### config.mk
export PLATFORM = sky130hd
export DESIGN_NAME = exc_entry_ctrl
export DESIGN_NICKNAME = d
export VERILOG_FILES = /design/src/rtl/exc_pkg.sv /design/src/rtl/exc_sync.sv /design/src/rtl/exc_arbiter.sv /design/src/rtl/exc_link_bank.sv /design/src/rtl/exc_entry_ctrl.sv
export SDC_FILE = /design/constraint.sdc
export NUM_CORES = 1
export LEC_CHECK = 0
export ABC_AREA = 1
export BUFFER_PORTS_ARGS = -buffer_cell sky130_fd_sc_hd__buf_2
export CAP_MARGIN = 40
export CORE_UTILIZATION = 48
export CTS_BUF_LIST = sky130_fd_sc_hd__clkbuf_8
export DETAILED_ROUTE_END_ITERATION = 8
export PLACE_DENSITY_LB_ADDON = 0.15
export SYNTH_ARGS = -nofsm -noshare
export SYNTH_HDL_FRONTEND = slang
export SYNTH_HIERARCHICAL = 1
export SYNTH_SLANG_ARGS = --single-unit
export TNS_END_PERCENT = 100
### constraint.sdc
create_clock -name clk -period 3.54 [get_ports clk]
set_clock_uncertainty 0.2 [all_clocks]
set_input_delay 0.708 -clock clk [delete_from_list [all_inputs] [get_ports clk]]
set_output_delay 0.708 -clock clk [all_outputs]
set_load 0.02 [all_outputs]
### src/rtl/exc_pkg.sv
package exc_pkg;

    localparam int unsigned EXC_COUNT = 6;
    localparam int unsigned KIND_W    = 3;

    typedef enum logic [KIND_W-1:0] {
        EXC_RST  = 3'd0,
        EXC_DABT = 3'd1,
        EXC_FIQ  = 3'd2,
        EXC_IRQ  = 3'd3,
        EXC_PABT = 3'd4,
        EXC_SWI  = 3'd5
    } exc_kind_e;

    typedef struct packed {
        logic f;
        logic i;
    } mask_t;

    // amount subtracted from the saved link on return
    function automatic logic [3:0] ret_adjust(input logic [KIND_W-1:0] k);
        case (k)
            EXC_FIQ, EXC_IRQ, EXC_PABT: ret_adjust = 4'd4;
            EXC_DABT:                   ret_adjust = 4'd8;
            default:                    ret_adjust = 4'd0;
        endcase
    endfunction

    // mask pair after entering exception k from state cur
    function automatic mask_t entry_masks(input exc_kind_e k, input mask_t cur);
        mask_t m;
        m.i = 1'b1;
        m.f = cur.f | (k == EXC_RST) | (k == EXC_FIQ);
        return m;
    endfunction

endpackage

### src/rtl/exc_sync.sv
module exc_sync #(
    parameter int unsigned STAGES = 2,
    parameter int unsigned W      = 2
) (
    input  logic         clk,
    input  logic         rst,
    input  logic [W-1:0] d,
    output logic [W-1:0] q
);
    logic [W-1:0] stg [STAGES];

    for (genvar s = 0; s < STAGES; s++) begin : g_stage
        if (s == 0) begin : g_first
            always_ff @(posedge clk) begin
                if (rst) stg[0] <= '0;
                else     stg[0] <= d;
            end
        end else begin : g_next
            always_ff @(posedge clk) begin
                if (rst) stg[s] <= '0;
                else     stg[s] <= stg[s-1];
            end
        end
    end

    assign q = stg[STAGES-1];
endmodule

### src/rtl/exc_arbiter.sv
module exc_arbiter
    import exc_pkg::*;
(
    input  logic [EXC_COUNT-1:0] req,
    input  mask_t                mask,
    output logic                 grant_valid,
    output exc_kind_e            grant_kind
);
    logic [EXC_COUNT-1:0] elig;

    always_comb begin
        elig           = req;
        elig[EXC_FIQ]  = req[EXC_FIQ] & ~mask.f;
        elig[EXC_IRQ]  = req[EXC_IRQ] & ~mask.i;
        grant_valid    = |elig;
        grant_kind     = EXC_RST;
        // scan from lowest rank upward so the highest rank is written last
        for (int k = EXC_COUNT - 1; k >= 0; k--) begin
            if (elig[k]) grant_kind = exc_kind_e'(3'(k));
        end
    end
endmodule

### src/rtl/exc_link_bank.sv
module exc_link_bank
    import exc_pkg::*;
#(
    parameter int unsigned AW = 32
) (
    input  logic              clk,
    input  logic              rst,
    input  logic              wr_en,
    input  exc_kind_e         wr_kind,
    input  logic [AW-1:0]     wr_link,
    input  mask_t             wr_mask,
    input  logic [KIND_W-1:0] rd_kind,
    output logic [AW-1:0]     rd_link,
    output mask_t             rd_mask
);
    logic [AW-1:0] link_q [EXC_COUNT];
    mask_t         save_q [EXC_COUNT];

    for (genvar g = 0; g < EXC_COUNT; g++) begin : g_mode
        always_ff @(posedge clk) begin
            if (rst) begin
                link_q[g] <= '0;
                save_q[g] <= '0;
            end else if (wr_en && wr_kind == exc_kind_e'(3'(g))) begin
                link_q[g] <= wr_link;
                save_q[g] <= wr_mask;
            end
        end
    end

    always_comb begin
        rd_link = '0;
        rd_mask = '0;
        for (int k = 0; k < EXC_COUNT; k++) begin
            if (rd_kind == 3'(k)) begin
                rd_link = link_q[k];
                rd_mask = save_q[k];
            end
        end
    end
endmodule

### src/rtl/exc_entry_ctrl.sv
module exc_entry_ctrl
    import exc_pkg::*;
#(
    parameter int unsigned AW          = 32,
    parameter int unsigned SYNC_STAGES = 2
) (
    input  logic          clk,
    input  logic          rst,
    input  logic          req_reset,
    input  logic          req_dabort,
    input  logic          fiq_async,
    input  logic          irq_async,
    input  logic          req_pabort,
    input  logic          req_swi,
    input  logic [AW-1:0] pc_cur,
    input  logic          ret_req,
    input  logic [2:0]    ret_kind,
    output logic          take_valid,
    output logic [2:0]    take_kind,
    output logic          mask_fiq,
    output logic          mask_irq,
    output logic          pc_valid,
    output logic [AW-1:0] pc_restore
);
    logic                 fiq_s, irq_s;
    logic [EXC_COUNT-1:0] req_vec;
    logic                 grant_valid;
    exc_kind_e            grant_kind;
    logic [AW-1:0]        rd_link;
    mask_t                rd_mask;
    mask_t                mask_q, mask_d;

    exc_sync #(.STAGES(SYNC_STAGES), .W(2)) u_sync (
        .clk (clk),
        .rst (rst),
        .d   ({irq_async, fiq_async}),
        .q   ({irq_s, fiq_s})
    );

    always_comb begin
        req_vec           = '0;
        req_vec[EXC_RST]  = req_reset;
        req_vec[EXC_DABT] = req_dabort;
        req_vec[EXC_FIQ]  = fiq_s;
        req_vec[EXC_IRQ]  = irq_s;
        req_vec[EXC_PABT] = req_pabort;
        req_vec[EXC_SWI]  = req_swi;
    end

    exc_arbiter u_arb (
        .req         (req_vec),
        .mask        (mask_q),
        .grant_valid (grant_valid),
        .grant_kind  (grant_kind)
    );

    exc_link_bank #(.AW(AW)) u_bank (
        .clk     (clk),
        .rst     (rst),
        .wr_en   (grant_valid),
        .wr_kind (grant_kind),
        .wr_link (pc_cur),
        .wr_mask (mask_q),
        .rd_kind (ret_kind),
        .rd_link (rd_link),
        .rd_mask (rd_mask)
    );

    // a return restores first; an entry in the same cycle then sets its bits
    always_comb begin
        mask_d = mask_q;
        if (ret_req)     mask_d = rd_mask;
        if (grant_valid) mask_d = entry_masks(grant_kind, mask_d);
    end

    always_ff @(posedge clk) begin
        if (rst) begin
            mask_q     <= '0;
            take_valid <= 1'b0;
            take_kind  <= '0;
            pc_valid   <= 1'b0;
            pc_restore <= '0;
        end else begin
            mask_q     <= mask_d;
            take_valid <= grant_valid;
            take_kind  <= grant_kind;
            pc_valid   <= ret_req;
            pc_restore <= rd_link - AW'(ret_adjust(ret_kind));
        end
    end

    assign mask_fiq = mask_q.f;
    assign mask_irq = mask_q.i;

    p_reset_first_r1: assert property (@(posedge clk) disable iff (rst)
        $past(req_reset) |-> (take_valid && take_kind == EXC_RST));

    p_fiq_masks_both_r3: assert property (@(posedge clk) disable iff (rst)
        (take_valid && take_kind == EXC_FIQ) |-> (mask_fiq && mask_irq));

    p_irq_was_open_r3: assert property (@(posedge clk) disable iff (rst)
        (take_valid && take_kind == EXC_IRQ) |-> !$past(mask_irq));

    p_entry_sets_irq_mask_r4: assert property (@(posedge clk) disable iff (rst)
        take_valid |-> mask_irq);

    p_restore_follows_cmd_r12: assert property (@(posedge clk) disable iff (rst)
        pc_valid |-> $past(ret_req));

    p_kind_in_range_r1: assert property (@(posedge clk) disable iff (rst)
        take_valid |-> (take_kind < 3'(EXC_COUNT)));
endmodule

Word-level counts from Yosys, hierarchy flattened
Memory sizes are Yosys's and may differ from the RTL's.
Index checks and enable logic that the tools add are counted.
- bits in registers: 39
- memory bits (writable): 208
- input port bits: 44
- memories kept: 3
- memories (name ; depth ; bits a word ; read ports ; clocked after memory_dff ; write ports ; RTL line ; source):
    u_bank.link_q ; 6 ; 32 ; 6 ; 0 ; 6 ; exc_link_bank.sv:16 ; logic [AW-1:0] link_q [EXC_COUNT];
    u_bank.save_q ; 6 ; 2 ; 6 ; 0 ; 6 ; exc_link_bank.sv:17 ; mask_t save_q [EXC_COUNT];
    u_sync.stg ; 2 ; 2 ; 2 ; 0 ; 2 ; exc_sync.sv:10 ; logic [W-1:0] stg [STAGES];
- $add $sub $neg: 1
- equal/unequal tests: 10
- muxes and demuxes: 57
- bitwise operators: 20
- reduce and logical (&&, ||, !) cells: 11
- operator list (operator ; number):
    32-bit 2-to-1 mux ; 12
    2-bit 2-to-1 mux ; 16
    32-bit by 4-bit subtractor with 32-bit output ; 1
    1-bit 2-to-1 mux ; 21
    3-bit 2-to-1 mux ; 6
    1-bit OR ; 16
    3-bit by 2-bit equality test with 1-bit output, second input constant ; 4
    3-bit equality test, second input constant ; 4
    4-bit one-hot mux with 2 select lines ; 1
    3-bit by 1-bit equality test with 1-bit output, second input constant ; 2
    1-bit logical AND ; 6
    3-bit zero test ; 2
    6-bit OR reduction ; 1
    4-bit 2-to-1 mux ; 1
    3-bit OR reduction ; 1
    1-bit bitwise AND ; 2
    1-bit inverter ; 2
    2-bit nonzero test ; 1

Depth between registers and ports, before layout
Gate-level depths: netlist (run 1).
- depth in word-level cells: 12
- mapped depth: 18

Modules after synthesis
Netlist (run 1), hierarchy kept.
- modules (own cells, without submodules) (module ; times used ; cells an instance ; area each (sq um) ; sequential area each (sq um)):
    exc_link_bank ; 1 ; 865 ; 9148.8 ; 6125.9
    exc_entry_ctrl ; 1 ; 291 ; 1895.6 ; 780.7
    exc_sync ; 1 ; 12 ; 110.1 ; 80.1
    exc_arbiter ; 1 ; 17 ; 75.1 ; 0.0

Worst setup path before layout (run 1)
OpenSTA, ideal clock, no wires.
- path type: input -> register
- start: input req_pabort
- end: memory u_bank.link_q[5][0], enable pin
- library setup time: 0.392 ns
- data arrival time: 2.491 ns
- required time: 2.948 ns
- slack: 0.457 ns
- stages: 9
- cell sequence: inv_1 > nand2_1 > nand2_1 > nand2_1 > a21oi_1 > inv_2 > nor2_4 > nand3_1 > nand2_1
- RTL lines (what ; RTL line ; source):
    from (decl) ; exc_entry_ctrl.sv:13 ; input logic req_pabort,
    to (decl) ; exc_link_bank.sv:16 ;

Worst setup path after layout (run 1)
- start: input ret_kind[2]
- end: register pc_restore[20]
- longest elaborated chain between the ends: 8
- elaborated cells between the ends (all ways): 16
- those cells by class: add/sub: 1; eq/ne: 5; mux: 8; reduce/logical: 2
- ends and longest elaborated chain (what ; RTL line ; source):
    from (decl) ; exc_entry_ctrl.sv:17 ; input logic [2:0] ret_kind,
    3-bit zero test ; exc_link_bank.sv:35 ; if (rd_kind == 3'(k)) begin
    32-bit 2-to-1 mux (5 in a row) ; exc_link_bank.sv:35 ;
    32-bit 2-to-1 mux * ; exc_link_bank.sv:35 ;
    via rd_link[2] ; exc_entry_ctrl.sv:29 ; logic [AW-1:0] rd_link;
    32-bit by 4-bit subtractor with 32-bit output * ; exc_entry_ctrl.sv:88 ; pc_restore <= rd_link - AW'(ret_adjust(ret_kind));
    to (signal assigned) ; exc_entry_ctrl.sv:88 ;
    to (decl) ; exc_entry_ctrl.sv:23 ; output logic [AW-1:0] pc_restore
The timed path passes the listed nets; every way through them passes the cells marked *. The select of a mux whose other input is x is not followed.
A chain may end at the register's enable or synchronous reset.

==> results of run 1 <==
==> state kept, by name, indices dropped and copies added, names as in the netlist <==
register	count
u_sync/stg	4
mask_fiq	1
u_bank/save_q	12
u_bank/link_q	192
mask_irq	1
take_kind	3
pc_valid	1
pc_restore	32
take_valid	1
==> power breakdown <==
group | switching, mW | leakage [nW] | internal [mW] | total (mW)
sequential | 0.0492 | 2.50 | 3.35 | 3.40
combinational | 0.559 | 2.59 | 0.205 | 0.764
clock | 1.10 | 0.484 | 1.36 | 2.45
total | 1.71 | 5.57 | 4.91 | 6.61
==> metrics by stage <==
stage          hold WS, ps  setup WS (ps)  instance area [um^2]  power (mW)  utilization, %
2_1_floorplan          188            457                 11200        3.95               -
3_5_place_dp           193            240                 12000        4.22            52.7
3_3_place_gp           189            282                 12000        4.21            52.7
5_1_grt                165            562                 12800        6.88            56.2
6_report               174            786                 12800        6.61            56.2
4_1_cts                154            796                 12800        6.66            56.2
==> layout make-up <==
cell class | instances | area (um^2)
Timing Repair Buffer | 112 | 736
Tap cell | 313 | 392
Sequential cell | 247 | 6990
Multi-Input combinational cell | 763 | 3430
Clock buffer | 47 | 647
Clock inverter | 28 | 165
Inverter | 120 | 450
Fill cell | 2044 | 9970
==> per-layer routing <==
layer  global-route usage [%]  share of wire, %  vias up
met5                        0                 0        -
met4                     6.60               1.5        0
met3                     4.01               6.3       46
met2                     40.0                48      300
met1                     32.7                44     4050
li1                         -                 -     4088
==> worst register-to-register path, stage by stage (launching register included) <==
cell and delay [ps]:
dfxtp_1 350, inv_1 70, nand2_1 80, nand2_1 110, nor2_1 60, nand2_1 290, inv_2 120, nor2_8 200
nand4_4 570, nor2_1 310
==> cells by family (layout without fill, tap and decap cells) <==
group / after synthesis / after routing / share of synthesized area [%]
AND/OR/NAND/NOR: 718 / 718 / 28.2
flip-flops: 247 / 247 / 62.2
buffers and inverters: 175 / 307 / 7.20
AO/OA/AOI/OAI: 40 / 40 / 1.86
adder cells (fa/ha/maj): 3 / 3 / 0.401
XOR/XNOR: 2 / 2 / 0.156
==> cell usage in the layout, fill, tap and decap left out, types with 2 or more instances in the layout <==
master / netlist / final
bufinv_16: 0 / 2
nand3_4: 2 / 2
nand2_1: 216 / 216
clkinv_2: 0 / 3
nor2_2: 10 / 10
inv_1: 115 / 134
inv_2: 5 / 5
o21ai_0: 10 / 10
buf_4: 2 / 22
ha_1: 2 / 2
a21oi_1: 26 / 26
o21a_1: 2 / 2
buf_2: 23 / 82
dfxtp_1: 43 / 43
clkinv_1: 0 / 3
nand2_2: 3 / 3
nand4_4: 3 / 3
clkbuf_8: 0 / 47
xor2_1: 2 / 2
nor2_1: 348 / 348
nor3_1: 3 / 3
nand3_1: 47 / 47
or2_0: 2 / 2
edfxtp_1: 204 / 204
buf_12: 0 / 8
nand4_1: 71 / 71
nor3_4: 3 / 3
nor2_4: 4 / 4
==> worst max path at each step <==
stage,cells past startpoint,start,to
2_1_floorplan,9,req_pabort,u_bank/link_q[5][0]$_SDFFCE_PN0P_
3_3_place_gp,17,ret_kind[2],pc_restore[20]$_SDFF_PP0_
3_5_place_dp,17,ret_kind[2],pc_restore[20]$_SDFF_PP0_
4_1_cts,17,ret_kind[2],pc_restore[20]$_SDFF_PP0_
5_1_grt,15,ret_kind[0],pc_restore[27]$_SDFF_PP0_
6_report,17,ret_kind[2],pc_restore[20]$_SDFF_PP0_
==> results_dict.tcl, run 1 <==
set metrics [dict create \
    max_freq_ghz 0.363 \
    drtIter0Drc 706 \
    cts_tree "yes" \
    antenna_cells 0 \
    nets 1332 \
    io_pins 83 \
    numCtsBuffers 41 \
    grt-ovfl-total 0 \
    cts_setup_buffers 0 \
    reg2reg_depth 9 \
    synth_nets 1232 \
    antenna_found_initial 0 \
    whs_endpoint "u_sync/stg[0][0]$_SDFF_PP0_" \
    yosys.cell_count.top_type "nor2_1" \
    p_leak_nw 5.57 \
    ff2ff_setup_slack_ps 1010 \
    dp.cells 1555 \
    grt_usage_pct 24.1 \
    setup-tns-final_ps 0 \
    gp_congestion 0.847 \
    required_ps 3810 \
    hp-start "fiq_async" \
    drt-vias-per-instance 5.20 \
    drt_wl_total_um 28000 \
    path_cells "buf_2, inv_2, buf_12, nand4_1, nand2_1, nor2_1, nand4_1, inv_1, ha_1, fa_1, inv_1, nor2_4, nand2_1, nor2_1, nand2_1, nand2_1, nor2_1" \
    yosys_warnings 6 \
    crit_top_cell "nand2_1" \
    holdPathStages 3 \
    wl_per_cell_um 17.2 \
    area_growth_pct 14.1 \
    slew_headroom_pct 52.2 \
    setup_viol 0 \
    drc 0 \
    arrival_ps 3020 \
    worstSetupPathType "in -> reg" \
    final_max_slew_viol_count 0 \
    path_buf_inv 5 \
    yosys.area.top_type_share_pct 54.6 \
    finalCritPeriodShare_pct 77.8 \
    drive_gt1_share_pct 15.1 \
    tightest_slew_ps 715 \
    htree_levels 2 \
    cp_top_family "buffers and inverters" \
    vias 8484 \
    max_cap_viol_count 0 \
    syn_inst 1185 \
    die_w_um 155 \
    rr_endpoint "u_bank/link_q[3][5]$_SDFFCE_PN0P_" \
    core_area_um2 22800 \
    dr.pass1.iters 5 \
    critPathCaptureType "flip-flop" \
    r2r-start "mask_fiq$_SDFF_PP0_" \
    cp-start-kind "input port" \
    grt_pass1_wl_um 44000 \
    dp_hpwl_um 17200 \
    ys_types 36 \
    grt_pass1_vias 8046 \
    cts.sinks 247 \
    cts-resized-gates 0 \
    crit_fanout 58 \
    port_buffers 82 \
    final_cells 1630 \
    async_flop_share_pct 0 \
    synth_area_leaders "edfxtp_1 (55%), nor2_1 (12%), dfxtp_1 (7.7%)" \
    finalCriticalPeriod_ps 2750 \
    hold_path_class "in -> reg" \
    synthFlopType "edfxtp_1" \
    root_buffer "clkbuf_8" \
    clk_latency_ps 530 \
    avgSynthCellArea_um2 9.48 \
    cts_buffer_depth 3 \
    slowest_delay_ps 480 \
    cts_hold_buf 0 \
    synth_top_cell_by_area "edfxtp_1" \
    dieArea_um2 24000 \
    status "finished, final reports clean" \
    ys_ff_latch 247 \
    synth_edf_count 204 \
    ir_drop_v 0.000263 \
    p_per_area_nw_per_um2 516 \
    hold_viol 0 \
    start_util_pct 49.3 \
    cp_slowest_cell "fa_1" \
    yosysSeqAreaShare_pct 62.2 \
    grt_start_max_net_pins 59 \
    ys_top_cells_by_count "nor2_1 (348), nand2_1 (216), edfxtp_1 (204)" \
    die_h_um 155 \
    clk_pin_slew_worst_paths_ps 60 \
    postRouteAntennaNets 0 \
    fp-row-count 55 \
    rsz0062_at_grt "false" \
    netlist_area_um2 11200 \
]
No activity file was read; power rests on OpenSTA's default activity.
==> run 2: changes to the inputs <==
Clock period 3.54 ns to 2.37 ns, I/O delays scaled along.
==> results_dict.tcl, run 2 (synthesis results as in run 1) <==
set metrics [dict create \
    clk_pin_slew_worst_paths_ps 60 \
    reg2reg_depth 13 \
    filler_cell_count 1935 \
    whs_endpoint "u_bank/link_q[4][0]$_SDFFCE_PN0P_" \
    holdPathStages 3 \
    die_w_um 155 \
    hp-start "pc_cur[0]" \
    dp_hpwl_um 20000 \
    final_max_slew_viol_count 0 \
    cts_tree "yes" \
    dr.pass1.iters 5 \
    grt_start_max_net_pins 35 \
    drive_gt1_share_pct 23.9 \
    postRouteAntennaNets 0 \
    cp-start-kind "flip-flop" \
    slew_headroom_pct 76.3 \
    htree_levels 2 \
    port_buffers 82 \
    status "finished, final reports clean" \
    p_per_area_nw_per_um2 724 \
    drtIter0Drc 727 \
    arrival_ps 2540 \
    power_frac_comb_pct 14.5 \
    required_ps 2650 \
    p_sw_share_pct 26.9 \
    drc 0 \
    grt-ovfl-total 0 \
    clk_latency_ps 560 \
    ff2ff_setup_slack_ps 110 \
    root_buffer "clkbuf_8" \
    grt_pass1_vias 8600 \
    drt_wl_total_um 29600 \
    antenna_cells 0 \
    internal_power_mw 7.40 \
    grt_pass1_wl_um 46000 \
    wl_per_cell_um 17.0 \
    layout_common_cells "nor2_1 (334), nand2_1 (206), edfxtp_1 (204), inv_1 (129), buf_4 (113)" \
    vias 8885 \
    max_cap_viol_count 0 \
    nets 1447 \
    die_h_um 155 \
    cts_buffer_depth 3 \
    gp_congestion 0.884 \
    dpl-instance-area_um2 13000 \
    fp-row-count 55 \
    tightest_slew_ps 354 \
    biggestRegsByFlops "u_bank/link_q x192, pc_restore x32, u_bank/save_q x12" \
    drt-vias-per-instance 5.09 \
    final_common_cell "nor2_1" \
    core_area_um2 22800 \
    hold_viol 0 \
    start_util_pct 49.3 \
    area_growth_pct 24.6 \
    r2r-start "u_bank/link_q[0][2]$_SDFFCE_PN0P_" \
    max_freq_ghz 0.443 \
    rsz0062_at_grt "true" \
    largest_reg_flops 192 \
    cts.sinks 247 \
    setup_viol 0 \
    finalCriticalPeriod_ps 2260 \
    postLayoutCellArea_um2 14000 \
    critPathCaptureType "flip-flop" \
    seqCellArea_um2 6990 \
    hold_path_class "in -> reg" \
    worstSetupPathType "reg -> reg" \
    io_pins 83 \
    multi_input_area_um2 3540 \
    crit_fanout 4 \
    pwr-share-seq_pct 50.1 \
    p_sw_mw 2.72 \
    p_clk_share_pct 35.4 \
    grt_usage_pct 25.2 \
    numCtsBuffers 43 \
    dp_slack_ps -506 \
    dieArea_um2 24000 \
    antenna_found_initial 0 \
    largest_register "u_bank/link_q" \
    finalCritPeriodShare_pct 95.2 \
    worst_slack_ps 113 \
    p_leak_nw 6.22 \
    rr_endpoint "pc_restore[18]$_SDFF_PP0_" \
    ir_drop_v 0.000451 \
]
run 2: cell count changes in the layout (fill, tap and decap cells not counted), moves of 5 or more:
cell / change
clkinv_2: +5
nor2_2: +10
nor2_1: -14
buf_12: +17
nand2_2: +8
inv_1: -5
buf_4: +91
nand2_1: -10
run 2: worst max-delay path: stages, from the launching register on:
cell and delay, ps:
edfxtp_1 400, nand3_1 100, nand2_1 50, nor2_1 80
nand4_1 80, inv_1 90, ha_2 210, fa_2 270
buf_6 120, nand2_4 50, nor2_4 120, nand2_2 70
or2_0 200, a21oi_1 140
run 2: timing repair:
action                     CTS  global route
resized for setup            0            23
hold endpoints to repair     3             0
setup endpoints to repair    0            17
setup buffers                0             7
hold buffers                 3             0
run 2: final cells by class:
class	count	area share, %
clock inverter	31	0.966
tap	313	2.80
sequential	247	49.9
multi-input combinational	763	25.3
clock buffer	48	4.72
inverter	120	3.29
timing repair buffer	225	13.0
run 2: power by group through the flow:
stage / Clock (mW) / Sequential [mW] / Combinational (mW)
floorplan: 0 / 5.22 / 0.701
global placement: 0 / 5.15 / 1.40
detailed placement: 0 / 5.16 / 1.41
CTS: 3.66 / 5.07 / 1.42
global route: 3.82 / 5.09 / 1.59
finish: 3.58 / 5.07 / 1.47
run 2: stage by stage:
stage          utilization [%]  instances  total power, mW  hold slack, ps  setup TNS, ps
4_1_cts                   60.9       1740             10.1            69.4              0
2_1_floorplan                -       1185             5.92             188          -1440
3_3_place_gp              57.3       1658             6.55             189          -9320
6_report                  61.4       1747             10.1             102              0
5_1_grt                   61.4       1747             10.5             112          -80.1
3_5_place_dp              57.3       1658             6.57             204         -10180
run 2: worst max path at each step:
stage | slack, ps | start | endpoint
floorplan | -200 | ret_kind[1] | pc_restore[30]$_SDFF_PP0_
global placement | -450 | ret_kind[0] | pc_restore[31]$_SDFF_PP0_
detailed placement | -510 | ret_kind[0] | pc_restore[31]$_SDFF_PP0_
CTS | 20 | u_bank/link_q[0][2]$_SDFFCE_PN0P_ | pc_restore[22]$_SDFF_PP0_
global route | -40 | u_bank/link_q[0][2]$_SDFFCE_PN0P_ | pc_restore[18]$_SDFF_PP0_
finish | 110 | u_bank/link_q[0][2]$_SDFFCE_PN0P_ | pc_restore[18]$_SDFF_PP0_
run 2: per-layer routing:
metal	global-route usage, %	wire length [um]	up-vias	share of wire (%)
li1	-	-	4319	-
met1	33.5	12800	4169	43
met2	42.4	14100	344	48
met3	3.43	2010	53	6.8
met4	9.15	762	0	2.6
met5	0	0	-	0
==> run 3: changes to the inputs <==
Settings changed: SYNTH_HIERARCHICAL 1 to unset.
==> results_dict.tcl, run 3 <==
set metrics [dict create \
    power_frac_comb_pct 13.8 \
    cts_tree "yes" \
    synth_top_cell_by_area "edfxtp_1" \
    p_clk_share_pct 36.6 \
    grt-ovfl-total 0 \
    htree_levels 2 \
    vias 9032 \
    clk_pin_slew_worst_paths_ps 60 \
    cts.sinks 247 \
    hold_viol 0 \
    drc 0 \
    grt_pass1_vias 8917 \
    async_flop_share_pct 0 \
    yosys.area.top_type_share_pct 55.0 \
    grt_usage_pct 26.9 \
    start_util_pct 49.0 \
    synth_edf_count 204 \
    drive_gt1_share_pct 21.8 \
    die_w_um 154 \
    dr.pass1.iters 5 \
    core_area_um2 22700 \
    ys_ff_latch 247 \
    syn_inst 1209 \
    slew_headroom_pct 52.7 \
    violations "setup timing" \
    io_pins 83 \
    largest_register "u_bank.link_q" \
    required_ps 2650 \
    pwr-share-seq_pct 49.6 \
    cts_buffer_depth 3 \
    largest_reg_flops 192 \
    wl_met3_um 2170 \
    port_buffers 82 \
    crit_fanout 4 \
    antenna_found_initial 0 \
    ir_drop_v 0.000423 \
    fp-row-count 55 \
    nets 1443 \
    area_growth_pct 23.5 \
    netlist_area_um2 11100 \
    dieArea_um2 23800 \
    max_freq_ghz 0.372 \
    grt_pass1_wl_um 48300 \
    hold_path_class "in -> reg" \
    status "finished with violations" \
    final_max_slew_viol_count 0 \
    biggestRegsByFlops "u_bank.link_q x192, pc_restore x32, u_bank.save_q x12" \
    avgSynthCellArea_um2 9.20 \
    dp_slack_ps -813 \
    internal_power_mw 7.41 \
    antenna_cells 0 \
    drtIter0Drc 795 \
    setup-tns-final_ps -5690 \
    clk_latency_ps 550 \
    arrival_ps 2970 \
    final_common_cell "nor2_1" \
    seqCellArea_um2 6990 \
    numCtsBuffers 45 \
    layout_common_cells "nor2_1 (350), edfxtp_1 (204), nand2_1 (202), inv_1 (136), buf_4 (88)" \
    drt_wl_total_um 31300 \
    tightest_slew_ps 707 \
    synth_area_leaders "edfxtp_1 (55%), nor2_1 (12%), dfxtp_1 (7.7%)" \
    gp_congestion 0.878 \
    totalPowerFinal_mw 10.2 \
    p_per_area_nw_per_um2 739 \
    dpl-instance-area_um2 12700 \
    worstSetupPathType "reg -> reg" \
    ys_top_cells_by_count "nor2_1 (357), nand2_1 (208), edfxtp_1 (204)" \
    finalCritPeriodShare_pct 113 \
    synthFlopType "edfxtp_1" \
    max_cap_viol_count 0 \
    drt-met1-wl_um 13800 \
    yosysSeqAreaShare_pct 62.8 \
    finalCriticalPeriod_ps 2690 \
    yosys_warnings 0 \
    die_h_um 154 \
    root_buffer "clkbuf_8" \
    postLayoutCellArea_um2 13700 \
    setup_viol 26 \
    grt_start_max_net_pins 35 \
    drt-vias-per-instance 5.27 \
    rsz0062_at_grt "true" \
    hold_ws_ps 40.5 \
    critPathCaptureType "flip-flop" \
    p_sw_mw 2.74 \
    dp_hpwl_um 19500 \
    p_sw_share_pct 27.0 \
    postRouteAntennaNets 0 \
    yosys.cell_count.top_type "nor2_1" \
    multi_input_area_um2 3690 \
    p_leak_nw 6.23 \
    routed.top_layer "met4" \
    ys_types 40 \
    wl_per_cell_um 18.3 \
    cp-start-kind "flip-flop" \
    worst_slack_ps -316 \
    filler_cell_count 1958 \
    dr_wl_met2_um 14500 \
]
run 3: cell count changes in the layout (fill, tap and decap cells not counted), moves of 13 or more:
| cell | previous run | this run |
|---|---|---|
| buf_12 | 25 | 12 |
| buf_4 | 113 | 88 |
| nand4_1 | 71 | 47 |
| nand3_1 | 47 | 61 |
| nor2_2 | 20 | 7 |
| nor2_1 | 334 | 350 |
run 3: layout make-up:
class,count,share of cell area (%)
sequential,247,50.9
multi-input combinational,784,26.9
timing repair buffer,189,10.1
clock buffer,48,4.81
inverter,129,3.58
tap,285,2.60
clock inverter,33,1.18
run 3: cells by family after synthesis:
logic type	Yosys count	synth area share, %
simple gates	705	26.5
compound gates	74	3.70
flops	247	62.8
other cells	1	0.0337
buf+inv	179	6.58
fa+ha+maj	3	0.405
run 3: power groups by stage:
| stage | clock network (mW) | logic, mW | registers (mW) |
|---|---|---|---|
| 2_1_floorplan | 0 | 0.674 | 5.17 |
| 3_3_place_gp | 0 | 1.32 | 5.12 |
| 3_5_place_dp | 0 | 1.33 | 5.12 |
| 4_1_cts | 3.77 | 1.38 | 5.04 |
| 5_1_grt | 3.94 | 1.53 | 5.06 |
| 6_report | 3.71 | 1.40 | 5.04 |
run 3: what timing repair did:
item                                    CTS  global route
pin swaps                                21             5
endpoints found under the hold margin     2             0
buffers inserted                          1             0
gates resized for setup                  32            10
endpoints found under the setup margin   26            28
hold buffers                              2             0
run 3: critical path, cell delays in order, from the launching register on:
cell and delay (ps):
edfxtp_1 380, nand3_1 90, o2111ai_1 110, a21oi_1 120, a21boi_2 170, ha_2 180, inv_2 40, fa_2 330
inv_1 60, nand4_1 160, nor2_4 240, inv_1 110, nor2_2 130, nand3_1 100, nand2_1 70, nand2_1 50
nor2_1 80
run 3: final timing paths:
kind	cells after the start	slack (ps)	startpoint	endpoint
worst max register to register	16	-320	u_bank.link_q[0][2]$_SDFFCE_PN0P_	pc_restore[26]$_SDFF_PP0_
worst max-delay path	16	-320	u_bank.link_q[0][2]$_SDFFCE_PN0P_	pc_restore[26]$_SDFF_PP0_
worst min register to register	2	200	u_sync.stg[0][0]$_SDFF_PP0_	u_sync.stg[1][0]$_SDFF_PP0_
worst min-delay path	3	40	ret_req	pc_valid$_SDFF_PP0_
run 3: metrics by stage:
| stage | util (%) | std cells |
|---|---|---|
| 6_report | 60.5 | 1715 |
| 5_1_grt | 60.5 | 1715 |
| 4_1_cts | 60.3 | 1715 |
| 3_5_place_dp | 56.1 | 1631 |
| 3_3_place_gp | 56.1 | 1631 |
| 2_1_floorplan | - | 1210 |
run 3: layer usage:
| layer | GRT usage (%) | vias up |
|---|---|---|
| li1 | - | 4347 |
| met5 | 0 | - |
| met3 | 4.99 | 62 |
| met1 | 36.0 | 4270 |
| met4 | 10.5 | 0 |
| met2 | 43.7 | 353 |
